[src/rtl/vblk_pkg.sv]
`timescale 1ns/1ps
package vblk_pkg;

  typedef enum logic {VB_IDLE = 1'b0, VB_ACTIVE = 1'b1} vb_state_e;

  // last legal index of a loop of n passes; a count of zero acts as one pass
  function automatic int unsigned last_index(input int unsigned n);
    return (n == 0) ? 0 : n - 1;
  endfunction

  // address after the block
  function automatic logic [63:0] exit_pc(input logic [63:0] base, input logic [63:0] len);
    return base + len;
  endfunction

endpackage

[src/rtl/vblk_wrap_cnt.sv]
`timescale 1ns/1ps
module vblk_wrap_cnt #(
  parameter int W = 4
) (
  input  logic         clk,
  input  logic         rst,
  input  logic         clr_i,
  input  logic         adv_i,
  input  logic [W-1:0] last_i,
  output logic [W-1:0] idx_o,
  output logic         at_last_o
);

  logic [W-1:0] idx_q;

  assign at_last_o = (idx_q == last_i);
  assign idx_o     = idx_q;

  always_ff @(posedge clk) begin
    if (rst || clr_i)  idx_q <= '0;
    else if (adv_i)    idx_q <= at_last_o ? '0 : idx_q + W'(1);
  end

  AST_WRAP_TO_ZERO: assert property (@(posedge clk) disable iff (rst)
    (adv_i && at_last_o && !clr_i) |=> (idx_o == '0));
  AST_HOLD_NO_ADV: assert property (@(posedge clk) disable iff (rst)
    (!adv_i && !clr_i) |=> $stable(idx_o));

endmodule

[src/rtl/vblk_ctrl.sv]
`timescale 1ns/1ps
module vblk_ctrl
  import vblk_pkg::*;
#(
  parameter int PC_W  = 32,
  parameter int BLK_W = 5,
  parameter int VL_W  = 6,
  parameter int SUB_W = 2
) (
  input  logic             clk,
  input  logic             rst,
  input  logic             start_i,
  input  logic [PC_W-1:0]  base_pc_i,
  input  logic [BLK_W-1:0] instr_cnt_i,
  input  logic [PC_W-1:0]  block_len_i,
  input  logic [VL_W-1:0]  vl_i,
  input  logic [SUB_W-1:0] subvl_i,
  input  logic             step_i,
  input  logic             branch_i,
  input  logic             sub_at_last_i,
  input  logic             elem_at_last_i,
  input  logic             blk_at_last_i,
  output logic             clr_o,
  output logic             sub_adv_o,
  output logic             elem_adv_o,
  output logic             blk_adv_o,
  output logic             done_o,
  output logic             vl_zero_o,
  output logic [SUB_W-1:0] sub_last_o,
  output logic [VL_W-1:0]  elem_last_o,
  output logic [BLK_W-1:0] blk_last_o,
  output logic [PC_W-1:0]  pc_o,
  output logic             busy_o,
  output logic             illegal_o
);

  vb_state_e        state_q;
  logic [PC_W-1:0]  pc_q;
  logic [PC_W-1:0]  cfg_len_q;
  logic [BLK_W-1:0] cfg_cnt_q;
  logic [VL_W-1:0]  cfg_vl_q;
  logic [SUB_W-1:0] cfg_sub_q;
  logic             illegal_q;

  logic active;
  logic start_ok;
  logic adv;

  assign active    = (state_q == VB_ACTIVE);
  assign start_ok  = start_i && !active;
  assign adv       = active && step_i && !branch_i;
  assign vl_zero_o = (cfg_vl_q == '0);

  assign sub_last_o  = SUB_W'(last_index(32'(cfg_sub_q)));
  assign elem_last_o = VL_W'(last_index(32'(cfg_vl_q)));
  assign blk_last_o  = BLK_W'(last_index(32'(cfg_cnt_q)));

  // carry chain: sub -> element -> in-block index -> exit
  assign sub_adv_o  = adv && !vl_zero_o;
  assign elem_adv_o = sub_adv_o && sub_at_last_i;
  assign blk_adv_o  = adv && (vl_zero_o || (sub_at_last_i && elem_at_last_i));
  assign done_o     = blk_adv_o && blk_at_last_i;
  assign clr_o      = start_ok;

  always_ff @(posedge clk) begin
    if (rst) begin
      state_q   <= VB_IDLE;
      pc_q      <= '0;
      cfg_len_q <= '0;
      cfg_cnt_q <= '0;
      cfg_vl_q  <= '0;
      cfg_sub_q <= '0;
      illegal_q <= 1'b0;
    end else begin
      illegal_q <= active && branch_i;
      if (start_ok) begin
        state_q   <= VB_ACTIVE;
        pc_q      <= base_pc_i;
        cfg_len_q <= block_len_i;
        cfg_cnt_q <= instr_cnt_i;
        cfg_vl_q  <= vl_i;
        cfg_sub_q <= subvl_i;
      end else if (done_o) begin
        state_q <= VB_IDLE;
        pc_q    <= PC_W'(exit_pc(64'(pc_q), 64'(cfg_len_q)));
      end
    end
  end

  assign pc_o      = pc_q;
  assign busy_o    = active;
  assign illegal_o = illegal_q;

  AST_PC_FROZEN: assert property (@(posedge clk) disable iff (rst)
    (active && !done_o) |=> $stable(pc_q));
  AST_DONE_EXIT: assert property (@(posedge clk) disable iff (rst)
    done_o |=> (!busy_o && pc_q == $past(pc_q) + $past(cfg_len_q)));
  AST_START_IGNORED: assert property (@(posedge clk) disable iff (rst)
    (active && start_i && !done_o) |=> (busy_o && $stable(cfg_vl_q) && $stable(cfg_cnt_q)));
  AST_ILLEGAL_SET: assert property (@(posedge clk) disable iff (rst)
    (active && branch_i) |=> illegal_o);
  AST_IDLE_HOLD: assert property (@(posedge clk) disable iff (rst)
    (!active && !start_i) |=> ($stable(pc_q) && !busy_o));
  AST_START_LOAD: assert property (@(posedge clk) disable iff (rst)
    start_ok |=> (busy_o && pc_q == $past(base_pc_i)));

endmodule

[src/rtl/vblk_seq.sv]
`timescale 1ns/1ps
module vblk_seq #(
  parameter int PC_W  = 32,
  parameter int BLK_W = 5,
  parameter int VL_W  = 6,
  parameter int SUB_W = 2
) (
  input  logic             clk,
  input  logic             rst,
  input  logic             start_i,
  input  logic [PC_W-1:0]  base_pc_i,
  input  logic [BLK_W-1:0] instr_cnt_i,
  input  logic [PC_W-1:0]  block_len_i,
  input  logic [VL_W-1:0]  vl_i,
  input  logic [SUB_W-1:0] subvl_i,
  input  logic             step_i,
  input  logic             branch_i,
  output logic [PC_W-1:0]  pc_o,
  output logic [BLK_W-1:0] blk_idx_o,
  output logic [VL_W-1:0]  elem_idx_o,
  output logic [SUB_W-1:0] sub_idx_o,
  output logic             busy_o,
  output logic             illegal_o
);

  logic             clr;
  logic             sub_adv, elem_adv, blk_adv, done;
  logic             vl_zero;
  logic             sub_at_last, elem_at_last, blk_at_last;
  logic [SUB_W-1:0] sub_last;
  logic [VL_W-1:0]  elem_last;
  logic [BLK_W-1:0] blk_last;

  vblk_ctrl #(.PC_W(PC_W), .BLK_W(BLK_W), .VL_W(VL_W), .SUB_W(SUB_W)) u_ctrl (
    .clk(clk), .rst(rst), .start_i(start_i), .base_pc_i(base_pc_i),
    .instr_cnt_i(instr_cnt_i), .block_len_i(block_len_i), .vl_i(vl_i),
    .subvl_i(subvl_i), .step_i(step_i), .branch_i(branch_i),
    .sub_at_last_i(sub_at_last), .elem_at_last_i(elem_at_last),
    .blk_at_last_i(blk_at_last), .clr_o(clr), .sub_adv_o(sub_adv),
    .elem_adv_o(elem_adv), .blk_adv_o(blk_adv), .done_o(done),
    .vl_zero_o(vl_zero), .sub_last_o(sub_last), .elem_last_o(elem_last),
    .blk_last_o(blk_last), .pc_o(pc_o), .busy_o(busy_o), .illegal_o(illegal_o)
  );

  vblk_wrap_cnt #(.W(SUB_W)) u_sub (
    .clk(clk), .rst(rst), .clr_i(clr), .adv_i(sub_adv), .last_i(sub_last),
    .idx_o(sub_idx_o), .at_last_o(sub_at_last)
  );

  vblk_wrap_cnt #(.W(VL_W)) u_elem (
    .clk(clk), .rst(rst), .clr_i(clr), .adv_i(elem_adv), .last_i(elem_last),
    .idx_o(elem_idx_o), .at_last_o(elem_at_last)
  );

  vblk_wrap_cnt #(.W(BLK_W)) u_blk (
    .clk(clk), .rst(rst), .clr_i(clr), .adv_i(blk_adv), .last_i(blk_last),
    .idx_o(blk_idx_o), .at_last_o(blk_at_last)
  );

  AST_BRANCH_FREEZE: assert property (@(posedge clk) disable iff (rst)
    (busy_o && branch_i) |=> ($stable(blk_idx_o) && $stable(elem_idx_o) && $stable(sub_idx_o) && $stable(pc_o)));
  AST_INSTR_ORDER: assert property (@(posedge clk) disable iff (rst)
    (busy_o && !vl_zero && !start_i && !(sub_at_last && elem_at_last)) |=> $stable(blk_idx_o));
  AST_VL0_SKIP: assert property (@(posedge clk) disable iff (rst)
    (busy_o && vl_zero) |-> (elem_idx_o == '0 && sub_idx_o == '0));
  AST_EXIT_CLEAR: assert property (@(posedge clk) disable iff (rst)
    done |=> (blk_idx_o == '0 && elem_idx_o == '0 && sub_idx_o == '0));

endmodule

[config.mk]
export PLATFORM = sky130hd
export DESIGN_NAME = vblk_seq
export DESIGN_NICKNAME = d
export VERILOG_FILES = /design/src/rtl/vblk_pkg.sv /design/src/rtl/vblk_wrap_cnt.sv /design/src/rtl/vblk_ctrl.sv /design/src/rtl/vblk_seq.sv
export SDC_FILE = /design/constraint.sdc
export NUM_CORES = 1
export LEC_CHECK = 0
export ABC_AREA = 1
export BUFFER_PORTS_ARGS = -buffer_cell sky130_fd_sc_hd__buf_2
export CAP_MARGIN = 20
export CORE_ASPECT_RATIO = 0.7
export CORE_MARGIN = 2
export CORE_UTILIZATION = 50
export CTS_CLUSTER_SIZE = 40
export DETAILED_ROUTE_END_ITERATION = 7
export PLACE_DENSITY = 0.77
export RECOVER_POWER = 50
export REMOVE_ABC_BUFFERS = 1
export SETUP_SLACK_MARGIN = 0.05
export SYNTH_ARGS = -nofsm -noshare
export SYNTH_HDL_FRONTEND = slang
export SYNTH_SLANG_ARGS = --single-unit
[constraint.sdc]
create_clock -name clk -period 2.7 [get_ports clk]
set_input_delay 0.81 -clock clk [delete_from_list [all_inputs] [get_ports clk]]
set_output_delay 0.81 -clock clk [all_outputs]
set_load 0.02 [all_outputs]
; Word-level counts from Yosys, hierarchy flattened
; Cells that the tools add are included.
[op_classes]
add_sub_neg = 7
n_reduce_logical = 18
mux = 10
n_eq_ne = 3
[op_table]
columns = operator, n
row1 = $mux W32, 2
row2 = $add A32 B32 Y32, 1
row3 = $mux W6, 2
row4 = $mux W5, 2
row5 = $logic_and A1 B1 Y1, 9
row6 = $add A6 B1 Y6 const B, 1
row7 = $eq A6 B6 Y1, 1
row8 = $logic_not A6 Y1, 1
row9 = $sub A6 B1 Y6 const B, 1
row10 = $add A5 B1 Y5 const B, 1
row11 = $eq A5 B5 Y1, 1
row12 = $logic_not A5 Y1, 1
row13 = $sub A5 B1 Y5 const B, 1
row14 = $mux W2, 2
row15 = $logic_not A1 Y1, 3
row16 = $add A2 B1 Y2 const B, 1
row17 = $eq A2 B2 Y1, 1
row18 = $logic_not A2 Y1, 1
row19 = $logic_or A1 B1 Y1, 2
row20 = $mux W1, 2
row21 = $reduce_bool A2 Y1, 1
row22 = $sub A2 B1 Y2 const B, 1
[totals]
word_cells = 48
input_bits = 82
out_inout_bits = 47
ff_bits = 92

; Longest topological paths before layout
; Gate-level depths: netlist of run 1.
[depth]
word_depth = 9
depth_mapped = 17
mapped_depth_nobuf = 15

; Cells and area by module
; A second synthesis of run 1 with hierarchy kept.
[hier_totals]
hier_cells = 1092
area_unflattened_um2 = 6553.8
[modules_own_cells]
columns = mod, n_inst, seq_area_each_um2, area_per_inst_um2, cells_each
row1 = vblk_ctrl, 1, 1581.5, 5724.2, 960
row2 = vblk_wrap_cnt (u_elem), 1, 120.1, 372.9, 58
row3 = vblk_wrap_cnt (u_blk), 1, 100.1, 309.0, 45
row4 = vblk_wrap_cnt (u_sub), 1, 40.0, 147.6, 29

; Least setup slack after synthesis of run 1
; OpenSTA, ideal clock, no wires.
[synth_timing]
path_kind = register to register
start = reg u_ctrl.pc_q[0], in the netlist u_ctrl.pc_o[0]
end = reg u_ctrl.pc_q[24], in the netlist u_ctrl.pc_o[24]
stages_incl_launch_ff = 16
setup_time_ns = 0.115
setup_slack_ns = 0.595
n_path_buf = 0
arrival_ns = 1.990
required_ns = 2.585
cell_sequence = dfxtp_1 ha_1 inv_1 fa_1 inv_1 nand3_1 nand3_1 nand2_1 nand2_1 nand3_1 nand3_1 nand2_1 nand3_1 nand2_1 a21oi_1 nor2_1
[synth_between]
elab_chain_cells = 3
[synth_lines]
columns = item, line
row1 = start: declaration, vblk_ctrl.sv:38  ; logic [PC_W-1:0] pc_q;
row2 = start signal: assignment, vblk_ctrl.sv:78  ; pc_q <= base_pc_i;
row3 = start signal: assignment, vblk_ctrl.sv:85  ; pc_q <= PC_W'(exit_pc(64'(pc_q), 64'(cfg_len_q)));
row4 = $add A32 B32 Y32, vblk_pkg.sv:13  ; return base + len;
row5 = $mux W32, vblk_ctrl.sv:83  ; end else if (done_o) begin
row6 = $mux W32, vblk_ctrl.sv:76  ; if (start_ok) begin
; No other way between the ends. The select of a mux whose other input is x is not followed.
; A chain may end at the register's enable or synchronous reset.

; Worst setup path after layout of run 1
[layout_timing]
start = reg u_ctrl.pc_q[0], in the netlist u_ctrl.pc_o[0]
end = reg u_ctrl.pc_q[20], in the netlist u_ctrl.pc_o[20]
; Same word-level chain as after synthesis.

==> flow_summary.toml, run 1 <==
[status]
outcome = "finished clean"

[synth]
async_flop_share_pct = 0
syn_inst = 1139
synthTopCellsByCount = "nand2_1 (344), inv_1 (157), nor2_1 (152)"
synth_edf_count = 0
syn-cell-area_sq_um = 6720
yosys_register_bits = 92
avgSynthCellArea_sq_um = 5.90
synth_cell_type_count = 34
synth_top_area_share_pct = 27.4
synth_ff_type = "dfxtp_1"
ys_warn_count = 0
synthTopCellsByArea = "dfxtp_1 (27%), nand2_1 (19%), inv_1 (8.8%)"
synthMostInstantiatedCell = "nand2_1"
yosysSeqAreaShare_pct = 27.4
synth_largest_area_cell = "dfxtp_1"

[routing]
viasPerCell = 5.05
wl_per_cell_microns = 12.9
dr.pass1.iters = 5
drc = 0
ant_nets = 0
dr.first_iter.drc_count = 484
route.vias.total = 7156
totalWireLength_microns = 18200

[setup_path]
cpLargestDelayFamily = "simple AND/OR/NAND/NOR gates"
path_buf_inv = 2
cp-start-kind = "flip-flop"
required_ns = 2.95
crit_chain = "ha_1 -> inv_1 -> fa_1 -> inv_1 -> nand3_1 -> nand3_1 -> nand3_1 -> nand3b_1 -> nand2_1 -> nand2_1 -> nand2_1 -> nand3_1 -> nand2_1 -> a21oi_1 -> nor2_1"
critPathArrivalTime_ns = 2.52
regToRegSetupSlack_ns = 0.43
cp_slowest_stage_delay_ns = 0.39
end_kind = "flip-flop"
slowest_stage = "fa_1"
critPathKind = "flip-flop to flip-flop"
crit_fanout = 4

[clocking]
cts_setup_buffers = 0
numCtsBuffers = 9
clk_pin_slew_worst_paths_ns = 0.07
clock_latency_ns = 0.35
cts_tree = "yes"
clk_path_buf_depth = 2
cts_sinks = 92
post_cts_resized = 0
ctsHoldBuffers = 0
cts_root_buffer = "clkbuf_16"
htreeDepth = 3

[timing]
min_period_over_period_pct = 84.2
finalMaxSlewViolations = 0
min_period_ns = 2.27
finalHoldViolCount = 0
max_freq_mhz = 440
slew_headroom_pct = 58.3
worst_pin_slew_ns = 0.626
fin_skew_ns = 0.00610
setup-violations-final = 0
setup_ws_ns = 0.427
rsz0062_at_grt = "no"

[place]
dp.cells = 1401
place_ws_ns = 0.445
place_area_sq_um = 7480
dp_hpwl_microns = 13600
portBuffers = 128
routabilityCongestion = 0.965

[grt]
grtUsageTotal_pct = 25.9
antenna_found_initial = 0
grt_pass1_wl_microns = 30200
grt_pass1_vias = 6193
grt_max_degree = 142
overflow = 0

[floorplanning]
die_width_microns = 143
die_y_microns = 101
io_pins = 129
coreArea_sq_um = 13100
dieArea_sq_um = 14400
initial_core_util_pct = 51.1
num_rows = 35

[cells_and_area]
drive_above_1_share_pct = 11.2
nets = 1365
stdcell_area_sq_um = 7770
final_cells = 1417
n_antenna_cell = 0
area_delta_synth_final_pct = 15.7
final_util_pct = 59.2

[power_and_ir_drop]
ir_worst_vdd_mv = 0.328
p_leak_nw = 4.12
powerDensity_nw_per_um2 = 531

[flow_run]
max_cap_violations = 0

[min_path]
hold_class = "flip-flop to flip-flop"
## final cells by class
| class | instances | area [sq um] |
|---|---|---|
| Clock inverter | 7 | 104 |
| Multi-Input combinational cell | 851 | 4100 |
| Tap cell | 166 | 208 |
| Sequential cell | 92 | 1840 |
| Clock buffer | 9 | 225 |
| Inverter | 157 | 589 |
| Fill cell | 1369 | 5370 |
| Timing Repair Buffer | 135 | 703 |
## routing by layer
metal	track usage [%]	routed length, microns	vias up
li1	-	-	3806
met1	40.6	9400	3113
met2	37.7	7350	227
met3	3.90	1340	10
met4	4.49	150	0
met5	0	0	-
## final timing paths
kind	start	to	cells past startpoint
max reg2reg	u_ctrl.pc_o[0]	u_ctrl.pc_o[20]	15
max	u_ctrl.pc_o[0]	u_ctrl.pc_o[20]	15
min	u_ctrl.cfg_len_q[0]	u_ctrl.cfg_len_q[0]	2
min reg2reg	u_ctrl.cfg_len_q[0]	u_ctrl.cfg_len_q[0]	2
## placed cells by master, fill, tap and decap left out, drive strengths merged, types with 7 or more instances in the layout
cell and instances:
nand3 105, nand2 345, o21ai 63, nand3b 7, inv 160, buf 113, ha 36, xor2 10
nor3 14, xnor2 10, dfxtp 92, a21oi 73, nand4 13, clkbuf 31, nor2 155
## worst register-to-register path, stage by stage, from the launching register on
cell,delay (ns)
dfxtp_1,0.36
ha_1,0.21
inv_1,0.07
fa_1,0.39
inv_1,0.11
nand3_1,0.08
nand3_1,0.14
nand3_1,0.09
nand3b_1,0.22
nand2_1,0.11
nand2_1,0.07
nand2_1,0.04
nand3_1,0.06
nand2_1,0.05
a21oi_1,0.12
nor2_1,0.06
## report_power, final
group | total [W] | switching, W | internal [W]
Clock | 0.00143 | 0.000602 | 0.000825
Combinational | 0.00116 | 0.000734 | 0.000423
Sequential | 0.00154 | 0.0000800 | 0.00146
## through the flow
step / TNS [ns] / hold WS, ns / power [W]
floorplan: -188.48 / 0.423 / 0.00240
global placement: 0 / 0.438 / 0.00271
detailed placement: 0 / 0.447 / 0.00273
CTS: 0 / 0.462 / 0.00415
global route: 0 / 0.499 / 0.00437
finish: 0 / 0.455 / 0.00413
## cells by family after synthesis
family | count (synthesis) | share of synthesized area [%]
AO/OA/AOI/OAI | 145 | 11.1
XOR/XNOR | 20 | 2.61
adder cells (fa/ha/maj) | 37 | 7.00
buffers and inverters | 196 | 11.6
flip-flops | 92 | 27.4
AND/OR/NAND/NOR | 649 | 40.3
## registers in the layout (all words and copies together) (netlist names)
register and flops:
u_ctrl.illegal_o 1, u_ctrl.cfg_cnt_q 5, u_ctrl.pc_o 32, u_ctrl.cfg_vl_q 6, u_blk.idx_o 5, u_elem.idx_o 6
u_ctrl.busy_o 1, u_sub.idx_o 2, u_ctrl.cfg_len_q 32, u_ctrl.cfg_sub_q 2
No activity file was read; power rests on OpenSTA's default activity.
==> run 2: changes to the inputs <==
Settings changed: PLACE_DENSITY 0.77 to 0.8.
Clock period 2.7 ns to 1.9 ns, I/O delays scaled along.
==> run 2 against run 1 <==
  * The run now ends with negative setup slack left
  * Register-to-register slack worse by 0.69 ns
  * Largest power group is now combinational logic
  * Non-clock buffer count is 128 higher
  * Combinational power is 100% higher
  * Highest routed layer unchanged
  * Critical path type unchanged
==> flow_summary.toml, run 2 (synthesized netlist as in run 1, its figures left out) <==
[status]
outcome = "complete, but fails checks"
failed_checks = "negative setup slack"

[timing]
slew_headroom_pct = 74.9
min_period_over_period_pct = 114
setup_tns_ns = -6.96
finalHoldViolCount = 0
max_freq_mhz = 463
worst_pin_slew_ns = 0.373
finalMaxSlewViolations = 0
fin_skew_ns = 0.0113
rsz0062_at_grt = "yes"
setup_ws_ns = -0.259
setup-violations-final = 39
min_period_ns = 2.16

[routing]
dr.pass1.iters = 7
drc = 0
ant_nets = 0
wl_per_cell_microns = 15.2
dr.first_iter.drc_count = 829
route.vias.total = 8220
viasPerCell = 5.32
totalWireLength_microns = 23400

[cells_and_area]
area_delta_synth_final_pct = 44.5
fillers = 1009
layout_commonest_cell = "nand2_1"
drive_above_1_share_pct = 32.4
n_antenna_cell = 0
multiInputGateArea_sq_um = 4830
nets = 1493
layout_common_cells = "nand2_1 (307), inv_1 (147), nor2_1 (133)"
seqCellArea_sq_um = 1850

[grt]
grt_pass1_vias = 7490
grt_max_degree = 46
grt_pass1_wl_microns = 35700
overflow = 0
antenna_found_initial = 0
grtUsageTotal_pct = 31.0

[min_path]
hold_class = "primary input to flip-flop"
hold_path_depth = 2
holdPathEnd = "u_ctrl.illegal_o"
hold_path_startpoint = "rst"

[place]
dp_hpwl_microns = 15200
portBuffers = 128
place_ws_ns = -0.256
routabilityCongestion = 0.999

[clocking]
clock_latency_ns = 0.36
cts_tree = "yes"
htreeDepth = 3
cts_root_buffer = "clkbuf_16"
clk_path_buf_depth = 2
clk_pin_slew_worst_paths_ns = 0.08
numCtsBuffers = 9
cts_sinks = 92

[power_and_ir_drop]
p_leak_nw = 5.03
powerDensity_nw_per_um2 = 675
ir_worst_vdd_mv = 0.492

[setup_path]
end_kind = "flip-flop"
critPathKind = "flip-flop to flip-flop"
r2r_cells = 12
r2r-start = "u_ctrl.pc_o[9]"
crit_fanout = 4
required_ns = 2.15
cp-start-kind = "flip-flop"
reg2reg_to = "u_ctrl.pc_o[17]"
critPathArrivalTime_ns = 2.41
regToRegSetupSlack_ns = -0.26

[floorplanning]
num_rows = 35
die_width_microns = 143
dieArea_sq_um = 14400
die_y_microns = 101
coreArea_sq_um = 13100
io_pins = 129
initial_core_util_pct = 51.1

[flow_run]
max_cap_violations = 0
-- run 2: cell count changes in the layout (fill, tap and decap cells not counted), sizes merged --
cell and delta:
buf +149, clkbuf -21, clkinv +2, clkinvlp -2, bufinv -1, inv +1
-- run 2: repair_timing --
item,CTS,global route
buffers inserted,14,4
pin swaps,22,36
gates resized for setup,123,64
endpoints found under the setup margin,41,44
hold endpoints to repair,0,0
hold buffers,0,0
gates cloned,6,1
-- run 2: per-stage QoR --
stage               instance area, sq um  std cells  hold slack [ns]  utilization, %  total power [W]
finish                              9710       1545            0.442            73.9          0.00655
detailed placement                  8310       1505            0.444            63.2          0.00418
global route                        9710       1545            0.436            73.9          0.00688
global placement                    8310       1505            0.438            63.2          0.00413
floorplan                           6530       1100            0.423               -          0.00341
CTS                                 9410       1540            0.423            71.6          0.00634
-- run 2: worst max-delay path by stage --
stage,slack (ns),start,end,cells after the start
floorplan,-3.47,u_ctrl.busy_o,u_elem.idx_o[2],6
global placement,-0.18,u_ctrl.pc_o[0],u_ctrl.pc_o[28],15
detailed placement,-0.26,u_ctrl.cfg_len_q[0],u_ctrl.pc_o[28],15
CTS,-0.09,u_ctrl.cfg_cnt_q[0],u_ctrl.pc_o[31],12
global route,-0.36,u_ctrl.cfg_len_q[2],u_ctrl.pc_o[22],15
finish,-0.26,u_ctrl.pc_o[9],u_ctrl.pc_o[17],12
-- run 2: area by class of cell --
class                   instances  share of cell area [%]
clock buffers                   9                    2.32
clock inverters                 7                   0.928
inverters                     157                    6.10
multi-input cells             851                    49.7
flip-flops and latches         92                    19.1
well taps                     166                    2.14
repair buffers                263                    19.7
-- run 2: power breakdown --
part	leakage [nW]	internal [W]	switching, W
clock	0.156	0.00106	0.000903
sequential	0.762	0.00208	0.000134
combinational	4.11	0.00105	0.00132
total	5.03	0.00419	0.00236
-- run 2: routing by layer --
metal / track usage (%) / share of wire, %
met1: 42.9 / 46
met2: 49.1 / 43
met3: 5.42 / 8.2
met4: 10.4 / 2.7
met5: 0 / 0
-- run 2: worst max-delay path, stage by stage (launching register included) --
cell and delay [ns]:
dfxtp_1 0.34, ha_4 0.30, nand2_1 0.11, nor2_2 0.13, inv_1 0.11, nor2_1 0.27
nand4_1 0.23, nand3_1 0.14, nand2_1 0.06, nand3_1 0.08, nand2_1 0.10, a21oi_4 0.12
nor2_1 0.05
